[src/rtl/pcc_pkg.sv]
package pcc_pkg;

    typedef logic [1:0] code_t;

    localparam code_t CODE_ZERO = 2'b00;
    localparam code_t CODE_ONE  = 2'b01;
    localparam code_t CODE_TWO  = 2'b10;
    localparam code_t CODE_BAD  = 2'b11;

    // Sanitised lane: the usable code plus a flag that the raw code was illegal.
    typedef struct packed {
        logic  bad;
        code_t code;
    } lane_t;

    function automatic lane_t sanitise(code_t raw);
        lane_t l;
        l.bad  = (raw == CODE_BAD);
        l.code = l.bad ? CODE_TWO : raw;
        return l;
    endfunction

endpackage

[src/rtl/pcc_capture.sv]
module pcc_capture #(
    parameter int NSTAGE = 6,
    localparam int BUSW  = 2 * NSTAGE
) (
    input  logic            clk,
    input  logic            rst,
    input  logic            valid_i,
    input  logic [BUSW-1:0] codes_i,
    output logic [BUSW-1:0] lanes_o,
    output logic            valid_o,
    output logic            err_o
);
    import pcc_pkg::*;

    logic [NSTAGE-1:0] bad_lane;
    logic [BUSW-1:0]   clean;

    for (genvar i = 0; i < NSTAGE; i++) begin : g_lane
        lane_t l;
        assign l                   = sanitise(codes_i[2*i +: 2]);
        assign clean[2*i +: 2]     = l.code;
        assign bad_lane[i]         = l.bad;
    end

    always_ff @(posedge clk) begin
        if (rst) begin
            lanes_o <= '0;
            valid_o <= 1'b0;
            err_o   <= 1'b0;
        end else begin
            lanes_o <= clean;
            valid_o <= valid_i;
            err_o   <= err_o | (|bad_lane);
        end
    end

endmodule

[src/rtl/pcc_skew_line.sv]
module pcc_skew_line #(
    parameter int WIDTH = 2,
    parameter int DEPTH = 1
) (
    input  logic             clk,
    input  logic             rst,
    input  logic [WIDTH-1:0] d,
    output logic [WIDTH-1:0] q
);
    if (DEPTH == 0) begin : g_through
        assign q = d;
    end else begin : g_regs
        logic [WIDTH-1:0] tap [DEPTH];

        always_ff @(posedge clk) begin
            if (rst) begin
                for (int i = 0; i < DEPTH; i++) tap[i] <= '0;
            end else begin
                tap[0] <= d;
                for (int i = 1; i < DEPTH; i++) tap[i] <= tap[i-1];
            end
        end

        assign q = tap[DEPTH-1];
    end

endmodule

[src/rtl/pcc_weighted_sum.sv]
module pcc_weighted_sum #(
    parameter int NSTAGE = 6,
    localparam int BUSW  = 2 * NSTAGE,
    localparam int OUTW  = NSTAGE + 1
) (
    input  logic [BUSW-1:0] lanes_i,
    output logic [OUTW-1:0] sum_o
);
    import pcc_pkg::*;

    // Stage s (0-based, 0 = most significant) sits at lane bits 2*(NSTAGE-1-s)
    // and carries weight 2^(NSTAGE-1-s); adjacent weights overlap by one bit.
    always_comb begin
        logic [OUTW-1:0] acc;
        acc = '0;
        for (int s = 0; s < NSTAGE; s++) begin
            code_t c;
            c   = lanes_i[2*(NSTAGE-1-s) +: 2];
            acc = acc + ({{(OUTW-2){1'b0}}, c} << (NSTAGE-1-s));
        end
        sum_o = acc;
    end

endmodule

[src/rtl/pipe_code_corrector.sv]
module pipe_code_corrector #(
    parameter int NSTAGE = 6,
    localparam int BUSW  = 2 * NSTAGE,
    localparam int OUTW  = NSTAGE + 1
) (
    input  logic            clk,
    input  logic            rst,
    input  logic            in_valid_i,
    input  logic [BUSW-1:0] codes_i,
    output logic [OUTW-1:0] word_o,
    output logic            out_valid_o,
    output logic            err_o
);
    logic [BUSW-1:0] cap_lanes;
    logic            cap_valid;
    logic [BUSW-1:0] aligned;
    logic            aligned_valid;
    logic [OUTW-1:0] sum;

    pcc_capture #(.NSTAGE(NSTAGE)) u_cap (
        .clk     (clk),
        .rst     (rst),
        .valid_i (in_valid_i),
        .codes_i (codes_i),
        .lanes_o (cap_lanes),
        .valid_o (cap_valid),
        .err_o   (err_o)
    );

    // Triangular bank: stage s waits NSTAGE-1-s cycles for the last stage to catch up.
    for (genvar s = 0; s < NSTAGE; s++) begin : g_skew
        pcc_skew_line #(.WIDTH(2), .DEPTH(NSTAGE - 1 - s)) u_line (
            .clk (clk),
            .rst (rst),
            .d   (cap_lanes[2*(NSTAGE-1-s) +: 2]),
            .q   (aligned[2*(NSTAGE-1-s) +: 2])
        );
    end

    // The strobe travels with stage 1, the longest path.
    pcc_skew_line #(.WIDTH(1), .DEPTH(NSTAGE - 1)) u_vline (
        .clk (clk),
        .rst (rst),
        .d   (cap_valid),
        .q   (aligned_valid)
    );

    pcc_weighted_sum #(.NSTAGE(NSTAGE)) u_sum (
        .lanes_i (aligned),
        .sum_o   (sum)
    );

    always_ff @(posedge clk) begin
        if (rst) begin
            word_o      <= '0;
            out_valid_o <= 1'b0;
        end else begin
            out_valid_o <= aligned_valid;
            if (aligned_valid) word_o <= sum;
        end
    end

endmodule

[config.mk]
export PLATFORM = sky130hd
export DESIGN_NAME = pipe_code_corrector
export DESIGN_NICKNAME = d
export VERILOG_FILES = /design/src/rtl/pcc_pkg.sv /design/src/rtl/pcc_capture.sv /design/src/rtl/pcc_skew_line.sv /design/src/rtl/pcc_weighted_sum.sv /design/src/rtl/pipe_code_corrector.sv
export SDC_FILE = /design/constraint.sdc
export NUM_CORES = 1
export LEC_CHECK = 0
export BUFFER_PORTS_ARGS = -buffer_cell sky130_fd_sc_hd__buf_4
export CORE_MARGIN = 4
export CORE_UTILIZATION = 40
export DETAILED_ROUTE_END_ITERATION = 12
export REMOVE_ABC_BUFFERS = 1
export SLEW_MARGIN = 20
export SYNTH_ARGS = -nofsm -noshare
export SYNTH_HDL_FRONTEND = slang
export SYNTH_SLANG_ARGS = --single-unit
[constraint.sdc]
create_clock -name clk -period 2.5 [get_ports clk]
set_input_delay 0.5 -clock clk [delete_from_list [all_inputs] [get_ports clk]]
set_output_delay 0.5 -clock clk [all_outputs]
set_load 0.01 [all_outputs]
==> results of run 1 <==
[routing by layer]
layer	share of wire	routed length, um	GRT usage
met1	0.44	1106	0.1047
met2	0.45	1139	0.1515
met3	0.085	214	0.05145
met4	0.028	70	0.08350
met5	0	0	0
[worst max-delay path: cells and delay by family, from the launching register on]
family | cells | cell delay, ns
fa+ha+maj | 2 | 0.65
compound gates | 3 | 0.68
flops | 1 | 0.30
[power by group]
| part | switching [mW] | total (mW) | leakage [nW] | internal (mW) |
|---|---|---|---|---|
| Sequential | 0.00594 | 0.938 | 0.465 | 0.932 |
| Clock | 0.309 | 0.758 | 0.0929 | 0.449 |
| Combinational | 0.0306 | 0.0645 | 0.338 | 0.0338 |
[stage by stage]
step	total power, mW	hold slack [ns]	util
4_1_cts	1.788	0.3304	0.5017
3_3_place_gp	1.020	0.4150	0.4615
5_1_grt	1.830	0.3382	0.5017
6_report	1.760	0.3526	0.5017
2_1_floorplan	0.9813	0.4138	-
3_5_place_dp	1.023	0.4204	0.4615
[how the worst max path moves through the flow]
stage	from	end	slack, ns	cells after the start
2_1_floorplan	u_cap.lanes_o[1]$_SDFF_PP0_	word_o[5]$_SDFFE_PP0P_	0.88	5
5_1_grt	u_cap.lanes_o[1]$_SDFF_PP0_	word_o[5]$_SDFFE_PP0P_	0.73	5
4_1_cts	u_cap.lanes_o[1]$_SDFF_PP0_	word_o[5]$_SDFFE_PP0P_	0.79	5
3_3_place_gp	u_cap.lanes_o[1]$_SDFF_PP0_	word_o[5]$_SDFFE_PP0P_	0.85	5
3_5_place_dp	u_cap.lanes_o[1]$_SDFF_PP0_	word_o[5]$_SDFFE_PP0P_	0.80	5
6_report	u_cap.lanes_o[1]$_SDFF_PP0_	word_o[5]$_SDFFE_PP0P_	0.81	5
[flip-flops by register name, indices dropped and copies added, names as in the netlist]
signal                    count
g_skew.u_line.g_regs.tap     30
u_cap.lanes_o                12
word_o                        7
u_vline.g_regs.tap            5
out_valid_o                   1
u_cap.err_o                   1
u_cap.valid_o                 1
[kinds of logic (layout without fill, tap and decap cells)]
family          after synthesis  after routing  synth area share
mux                           3              3           0.01652
simple gates                 61             61            0.2099
fa+ha+maj                     6              6           0.04542
flops                        57             57            0.6277
compound gates               16             16           0.07158
buf+inv                      10             41           0.02409
xor+xnor                      1              1          0.004818
[cells in the mapped netlist, types with 2 or more instances]
master,number,area share
mux2i_1,3,0.017
inv_1,2,0.0041
nand2_1,2,0.0041
a21oi_1,3,0.0083
ha_1,5,0.034
dfxtp_1,57,0.63
clkbuf_1,2,0.0041
o211ai_1,2,0.0083
nor2b_1,42,0.14
nor3b_1,6,0.025
nor2_1,5,0.010
nor3_1,2,0.0055
o221ai_1,2,0.0096
buf_2,5,0.014
[area by class of cell]
type | instances | area [um2] | share of cell area
Timing Repair Buffer | 23 | 172.7 | 0.07850
Clock inverter | 4 | 45.04 | 0.02048
Sequential cell | 57 | 1141 | 0.5188
Tap cell | 52 | 65.06 | 0.02958
Inverter | 3 | 11.26 | 0.005119
Multi-Input combinational cell | 87 | 633.1 | 0.2878
Clock buffer | 11 | 131.4 | 0.05973
==> results.sh, run 1 <==
export IMPL_initial_core_util=0.4147
export IMPL_fin_nets=202
export IMPL_synth_seq_cells=57
export IMPL_ctsHtreeMaxLevel=3
export IMPL_syn_area_um2=1818
export IMPL_hold_path_startpoint="codes_i[9]"
export IMPL_die_h_um=75.42
export IMPL_rows=24
export IMPL_dr_total_vias=1097
export IMPL_cts_hold_buffers=0
export IMPL_tightest_slew_ns=0.5597
export IMPL_synth_edf_count=0
export IMPL_final_max_slew_viol_count=0
export IMPL_clkTransAtPathRegs_ns=0.06
export IMPL_synthArstFlopShare=0
export IMPL_critPathCaptureType="register"
export IMPL_hold_end="u_cap.lanes_o[8]$_SDFF_PP0_"
export IMPL_rr_startpoint="u_cap.lanes_o[1]$_SDFF_PP0_"
export IMPL_p_leak_nw=0.8953
export IMPL_drive_above_1_share=0.2108
export IMPL_syn_to_final_growth_pct=20.99
export IMPL_cp_data_required_time_ns=2.74
export IMPL_clock_latency_ns=0.31
export IMPL_r2r_end="word_o[5]$_SDFFE_PP0P_"
export IMPL_dp_final_hpwl_um=1688
export IMPL_relSlewSlack=0.6269
export IMPL_nFillCells=388
export IMPL_clockBufferDepth=2
export IMPL_ant_nets=0
export IMPL_r2r_setup_slack_ns=0.81
export IMPL_max_vdd_ir_drop_v=0.0005748
export IMPL_post_cts_resized=0
export IMPL_wl_per_cell_um=10.68
export IMPL_setup_slack_ns=0.8069
export IMPL_finalWirelength_um=2530
export IMPL_hold_viol=0
export IMPL_power_density_nw_per_um2=800.3
export IMPL_gp_congestion=0.7101
export IMPL_drt_iter0_drc=26
export IMPL_vias_per_cell=4.629
export IMPL_worst_clock_skew_ns=0.008140
export IMPL_min_path_cells=2
export IMPL_stdcell_count=237
export IMPL_hold_path_class="in2reg"
export IMPL_cp_max_fo=2
export IMPL_status="completed"
export IMPL_critPathMaxStageDelay_ns=0.42
export IMPL_final_cell_mix="dfxtp_1 (57), nor2b_1 (42), buf_4 (23)"
export IMPL_finalInstanceArea_um2=2200
export IMPL_core_area_um2=4384
export IMPL_first_pass_iters=4
export IMPL_globalRoute_totalOverflow=0
export IMPL_grt_pass1_vias=1030
export IMPL_crit_type="reg2reg"
export IMPL_numCtsBuffers=9
export IMPL_postSynthCellCount=154
export IMPL_fin_setup_tns_ns=0
export IMPL_dp_cells=222
export IMPL_drc=0
export IMPL_place_ws_ns=0.8039
export IMPL_cp_slowest_cell="fa_1"
export IMPL_antenna_cells=0
export IMPL_fin_crit_sh=0.6772
export IMPL_cts_root_buf="clkbuf_8"
export IMPL_ys_flop_type="dfxtp_1"
export IMPL_io_buffers=23
export IMPL_clock_sinks=57
export IMPL_die_area_um2=5687
export IMPL_rsz0062_at_grt="no"
export IMPL_die_w_um=75.42
export IMPL_cap_violations=0
export IMPL_period_needed_ns=1.693
export IMPL_start_kind="register"
export IMPL_grt_util_all_layers=0.1009
export IMPL_synth_cell_type_count=30
export IMPL_setup_violations=0
export IMPL_cts_tree="done"
export IMPL_fmax_ghz=0.5906
export IMPL_arrival_ns=1.93
export IMPL_synth_seq_area_share=0.6277
export IMPL_grt_max_degree=59
export IMPL_pin_count=24
export IMPL_grt_pass1_wl_um=4133
export IMPL_avgSynthCellArea_um2=11.81
export IMPL_dpl_cell_area_um2=2023
export IMPL_final_common_cell="dfxtp_1"
export IMPL_antenna_found_initial=0
export IMPL_cts_setup_buffers=0
export IMPL_yosys_warnings=0
export IMPL_reg2regPathDepth=5
export IMPL_crit_chain="ha_1 > fa_1 > a21o_1 > a2111o_1 > o221ai_1"
Power figures use the tool's default switching activity.
==> run 2: changes to the inputs <==
==> constraint.sdc (replaced) <==
create_clock -name clk -period 1.55 [get_ports clk]
set_input_delay 0.31 -clock clk [delete_from_list [all_inputs] [get_ports clk]]
set_output_delay 0.31 -clock clk [all_outputs]
set_load 0.01 [all_outputs]
==> run 2 against run 1 <==
Against the previous run: sequential cell count unchanged; sequential share of layout area decreased by 1.7 points; clock-buffer cell count increased by 3; power increased by 71%; largest cell class unchanged; critical path depth unchanged; global-route usage increased by 1.1 points; cell count increased by 2.5%; cell area increased by 3.4%; first-iteration DRC count increased by 120%; combinational power increased by 69%.
==> results.sh, run 2 (same netlist as run 1, synthesis figures left out) <==
export IMPL_setup_slack_ns=0.03158
export IMPL_io_buffers=23
export IMPL_status="completed"
export IMPL_fin_crit_sh=0.9796
export IMPL_dp_final_hpwl_um=1888
export IMPL_finalInstanceArea_um2=2273
export IMPL_wl_per_cell_um=11.19
export IMPL_hold_viol=0
export IMPL_final_cell_mix="dfxtp_1 (57), nor2b_1 (42), buf_4 (28)"
export IMPL_regMostFlops="g_skew.u_line.g_regs.tap"
export IMPL_core_area_um2=4384
export IMPL_grt_util_all_layers=0.1118
export IMPL_ctsHtreeMaxLevel=3
export IMPL_first_pass_iters=4
export IMPL_antenna_cells=0
export IMPL_grt_pass1_wl_um=4567
export IMPL_max_vdd_ir_drop_v=0.0007254
export IMPL_power_total_mw=3.016
export IMPL_cts_tree="done"
export IMPL_clock_sinks=57
export IMPL_power_frac_clock=0.462
export IMPL_dr_total_vias=1137
export IMPL_final_common_cell="dfxtp_1"
export IMPL_grt_pass1_vias=1115
export IMPL_ant_nets=0
export IMPL_vias_per_cell=4.679
export IMPL_syn_to_final_growth_pct=25.05
export IMPL_crit_type="reg2reg"
export IMPL_p_int_mw=2.434
export IMPL_gp_congestion=0.7095
export IMPL_final_max_slew_viol_count=0
export IMPL_p_sw_uw=582.4
export IMPL_initial_core_util=0.4147
export IMPL_clockBufferDepth=2
export IMPL_die_h_um=75.42
export IMPL_dpl_cell_area_um2=2053
export IMPL_period_needed_ns=1.518
export IMPL_cp_data_required_time_ns=1.79
export IMPL_cap_violations=0
export IMPL_sw_frac_of_total=0.1931
export IMPL_start_kind="register"
export IMPL_clock_latency_ns=0.32
export IMPL_numCtsBuffers=9
export IMPL_finalWirelength_um=2719
export IMPL_die_w_um=75.42
export IMPL_clkTransAtPathRegs_ns=0.06
export IMPL_relSlewSlack=0.7761
export IMPL_drive_above_1_share=0.2461
export IMPL_cp_max_fo=2
export IMPL_tightest_slew_ns=0.3359
export IMPL_setup_violations=0
export IMPL_antenna_found_initial=0
export IMPL_cts_root_buf="clkbuf_8"
export IMPL_hold_path_class="in2reg"
export IMPL_drc=0
export IMPL_critPathCaptureType="register"
export IMPL_arrival_ns=1.76
export IMPL_pin_count=24
export IMPL_power_density_nw_per_um2=1327
export IMPL_drt_iter0_drc=57
export IMPL_seq_power_share=0.501
export IMPL_die_area_um2=5687
export IMPL_fmax_ghz=0.6586
export IMPL_grt_max_degree=36
export IMPL_worst_clock_skew_ns=0.004825
export IMPL_pwr_share_comb=0.036
export IMPL_final_core_util=0.5186
export IMPL_fin_nets=207
export IMPL_place_ws_ns=-0.1290
export IMPL_p_leak_nw=0.9302
export IMPL_largest_registers="g_skew.u_line.g_regs.tap: 30 flops, u_cap.lanes_o: 12 flops, word_o: 7 flops"
export IMPL_globalRoute_totalOverflow=0
export IMPL_largest_reg_flops=30
export IMPL_rows=24
[run 2: changes by cell type in the layout (fill, tap and decap cells not counted), sizes merged]
cell and change:
buf +5, clkbuf +3, clkinv -2
[run 2: path summary, 6_finish.rpt]
check                                          startpoint                                           end  slack (ns)  depth (start not counted)
max          g_skew[4].u_line.g_regs.tap[0][0]$_SDFF_PP0_                        word_o[5]$_SDFFE_PP0P_        0.03                          5
min                                           codes_i[11]                  u_cap.lanes_o[10]$_SDFF_PP0_        0.17                          2
max reg2reg  g_skew[4].u_line.g_regs.tap[0][0]$_SDFF_PP0_                        word_o[5]$_SDFFE_PP0P_        0.03                          5
min reg2reg  g_skew[2].u_line.g_regs.tap[0][3]$_SDFF_PP0_  g_skew[2].u_line.g_regs.tap[0][5]$_SDFF_PP0_        0.43                          1
[run 2: layout make-up]
cell class,instances,area [um2]
clock inverters,2,35.03
flip-flops and latches,57,1141
multi-input cells,87,638.1
clock buffers,14,172.7
fillers,398,2111
repair buffers,28,210.2
well taps,52,65.06
inverters,3,11.26
[run 2: timing repair]
| action | in CTS | in global routing |
|---|---|---|
| hold buffers | 0 | 0 |
| buffers inserted | 0 | 1 |
| pin swaps | 4 | 1 |
| setup endpoints to repair | 1 | 1 |
| gates resized for setup | 2 | 0 |
[run 2: per-layer routing]
metal / track usage / wire [um] / vias to the layer above
met5: 0 / 0 / -
met4: 0.06796 / 75 / 0
met3: 0.06596 / 218 / 9
met2: 0.1716 / 1253 / 29
met1: 0.1176 / 1171 / 524
li1: - / - / 575
[run 2: metrics by stage]
stage / hold WS, ns / cells / setup TNS [ns]
4_1_cts: 0.1444 / 242 / -0.006424
3_3_place_gp: 0.4158 / 226 / -0.09410
6_report: 0.1653 / 243 / 0
5_1_grt: 0.1422 / 243 / -0.004742
3_5_place_dp: 0.4246 / 226 / -0.1290
2_1_floorplan: 0.3794 / 147 / -0.06603
[run 2: critical path, cell delays in order (launching register included)]
cell	delay (ns)
dfxtp_1	0.30
ha_2	0.18
fa_2	0.35
a21o_1	0.18
a2111o_1	0.36
o221ai_1	0.07
[run 2: power groups by stage]
stage	clock network (mW)	registers, mW	logic [mW]
after global routing	1.51	1.51	0.122
after floorplan	0	1.54	0.0398
after CTS	1.44	1.51	0.112
final	1.39	1.51	0.109
after detailed placement	0	1.54	0.111
after global placement	0	1.54	0.107
==> run 3: changes to the inputs <==
--- a/config.mk
+++ b/config.mk
@@ -6,6 +6,7 @@
 export NUM_CORES = 1
 export LEC_CHECK = 0
 export BUFFER_PORTS_ARGS = -buffer_cell sky130_fd_sc_hd__buf_4
+export CORE_ASPECT_RATIO = 0.9
 export CORE_MARGIN = 4
 export CORE_UTILIZATION = 40
 export DETAILED_ROUTE_END_ITERATION = 12
==> run 3 against run 2 <==
Against the previous run: power rose by 3.7%; clock power is 9% higher; critical path depth stayed put; hold slack lost 0.012 ns; critical endpoint unchanged; first-iteration DRC count decreased by 61%; global-route usage shrank 0.70 points; worst setup slack gained 0.011 ns; sequential share of layout area fell by 0.73 points.
==> results.sh, run 3 (same netlist as run 1, synthesis figures left out) <==
export IMPL_status="completed"
export IMPL_drive_above_1_share=0.2461
export IMPL_power_density_nw_per_um2=1354
export IMPL_setup_violations=0
export IMPL_clockBufferDepth=2
export IMPL_dp_final_hpwl_um=1743
export IMPL_antenna_cells=0
export IMPL_initial_core_util=0.4289
export IMPL_finalWirelength_um=2615
export IMPL_ant_nets=0
export IMPL_cp_max_fo=2
export IMPL_clock_latency_ns=0.32
export IMPL_start_kind="register"
export IMPL_fin_nets=207
export IMPL_die_area_um2=5689
export IMPL_vias_per_cell=4.402
export IMPL_largest_reg_flops=30
export IMPL_fmax_ghz=0.6632
export IMPL_stdcell_count=251
export IMPL_critPathCaptureType="register"
export IMPL_grt_pass1_vias=1043
export IMPL_max_vdd_ir_drop_v=0.0006677
export IMPL_syn_to_final_growth_pct=27.05
export IMPL_first_pass_iters=4
export IMPL_critPathMaxStageDelay_ns=0.35
export IMPL_hold_viol=0
export IMPL_regMostFlops="g_skew.u_line.g_regs.tap"
export IMPL_final_max_slew_viol_count=0
export IMPL_cp_slowest_cell="a2111o_1"
export IMPL_fin_setup_tns_ns=0
export IMPL_crit_type="reg2reg"
export IMPL_cts_root_buf="clkbuf_8"
export IMPL_cts_tree="done"
export IMPL_clkTransAtPathRegs_ns=0.06
export IMPL_period_needed_ns=1.508
export IMPL_grt_util_all_layers=0.1048
export IMPL_cts_hold_buffers=0
export IMPL_die_h_um=71.96
export IMPL_die_w_um=79.07
export IMPL_io_buffers=23
export IMPL_tightest_slew_ns=0.3365
export IMPL_wl_per_cell_um=10.42
export IMPL_drc=0
export IMPL_dr_total_vias=1105
export IMPL_pin_count=24
export IMPL_rows=22
export IMPL_relSlewSlack=0.7757
export IMPL_rsz0062_at_grt="no"
export IMPL_largest_registers="g_skew.u_line.g_regs.tap: 30 flops, u_cap.lanes_o: 12 flops, word_o: 7 flops"
export IMPL_clock_sinks=57
export IMPL_cp_data_required_time_ns=1.79
export IMPL_core_area_um2=4239
export IMPL_gp_congestion=0.8148
export IMPL_p_leak_nw=0.9355
export IMPL_hold_path_class="in2reg"
export IMPL_arrival_ns=1.75
export IMPL_final_common_cell="dfxtp_1"
export IMPL_antenna_found_initial=0
export IMPL_numCtsBuffers=9
export IMPL_ctsHtreeMaxLevel=3
export IMPL_grt_max_degree=37
export IMPL_grt_pass1_wl_um=4312
export IMPL_final_cell_mix="dfxtp_1 (56), nor2b_1 (42), buf_4 (28)"
export IMPL_drt_iter0_drc=22
export IMPL_globalRoute_totalOverflow=0
export IMPL_dp_cells=234
export IMPL_fin_crit_sh=0.9728
export IMPL_crit_chain="ha_4 > fa_2 > a21o_1 > a2111o_1 > o221ai_1"
export IMPL_worst_clock_skew_ns=0.007190
export IMPL_whs_ns=0.1530
export IMPL_cap_violations=0
## run 3: worst paths after layout
path	start	end	slack, ns	cells after the start
worst max register to register	g_skew[4].u_line.g_regs.tap[0][0]$_SDFF_PP0_	word_o[5]$_SDFFE_PP0P_	0.04	5
worst min-delay path	codes_i[5]	u_cap.lanes_o[4]$_SDFF_PP0_	0.15	2
worst max-delay path	g_skew[4].u_line.g_regs.tap[0][0]$_SDFF_PP0_	word_o[5]$_SDFFE_PP0P_	0.04	5
worst min register to register	g_skew[0].u_line.g_regs.tap[0][5]$_SDFF_PP0_	g_skew[0].u_line.g_regs.tap[0][7]$_SDFF_PP0_	0.43	1
## run 3: worst max-delay path, delay by kind of cell (launching register included)
family / cells / cell delay (ns)
compound gates: 3 / 0.61
fa+ha+maj: 2 / 0.49
flops: 1 / 0.33
## run 3: final cells by class
| type | count | area (um2) |
|---|---|---|
| fillers | 404 | 1929 |
| flip-flops and latches | 57 | 1142 |
| multi-input cells | 87 | 648.1 |
| repair buffers | 28 | 210.2 |
| clock buffers | 14 | 162.7 |
| well taps | 60 | 75.07 |
| clock inverters | 2 | 60.06 |
| inverters | 3 | 11.26 |
## run 3: metrics by stage
stage               cell area, um2  setup WS, ns    util  total power [mW]
floorplan                     1785      -0.06603       -             1.583
global placement              2063      -0.09169  0.4867             1.651
detailed placement            2063       -0.1202  0.4867             1.653
CTS                           2310     -0.003774  0.5449             3.186
global route                  2310     0.0005808  0.5449             3.256
finish                        2310       0.04218  0.5449             3.127
## run 3: timing repair
item | 4_1_cts | 5_1_grt
endpoints found under the setup margin | 1 | 1
resized for setup | 4 | 0
setup buffers | 1 | 0
cloned | 0 | 0
pin swaps | 4 | 2
## run 3: per-layer routing
metal / global-route usage / share of wire / vias up
met1: 0.09938 / 0.46 / 494
li1: - / - / 577
met5: 0 / 0 / -
met3: 0.05831 / 0.061 / 8
met4: 0.09542 / 0.034 / 0
met2: 0.1617 / 0.44 / 26
## run 3: power by group
group	switching, mW	internal, mW
clock network	0.510	0.995
registers	0.0100	1.50
logic	0.0502	0.0591
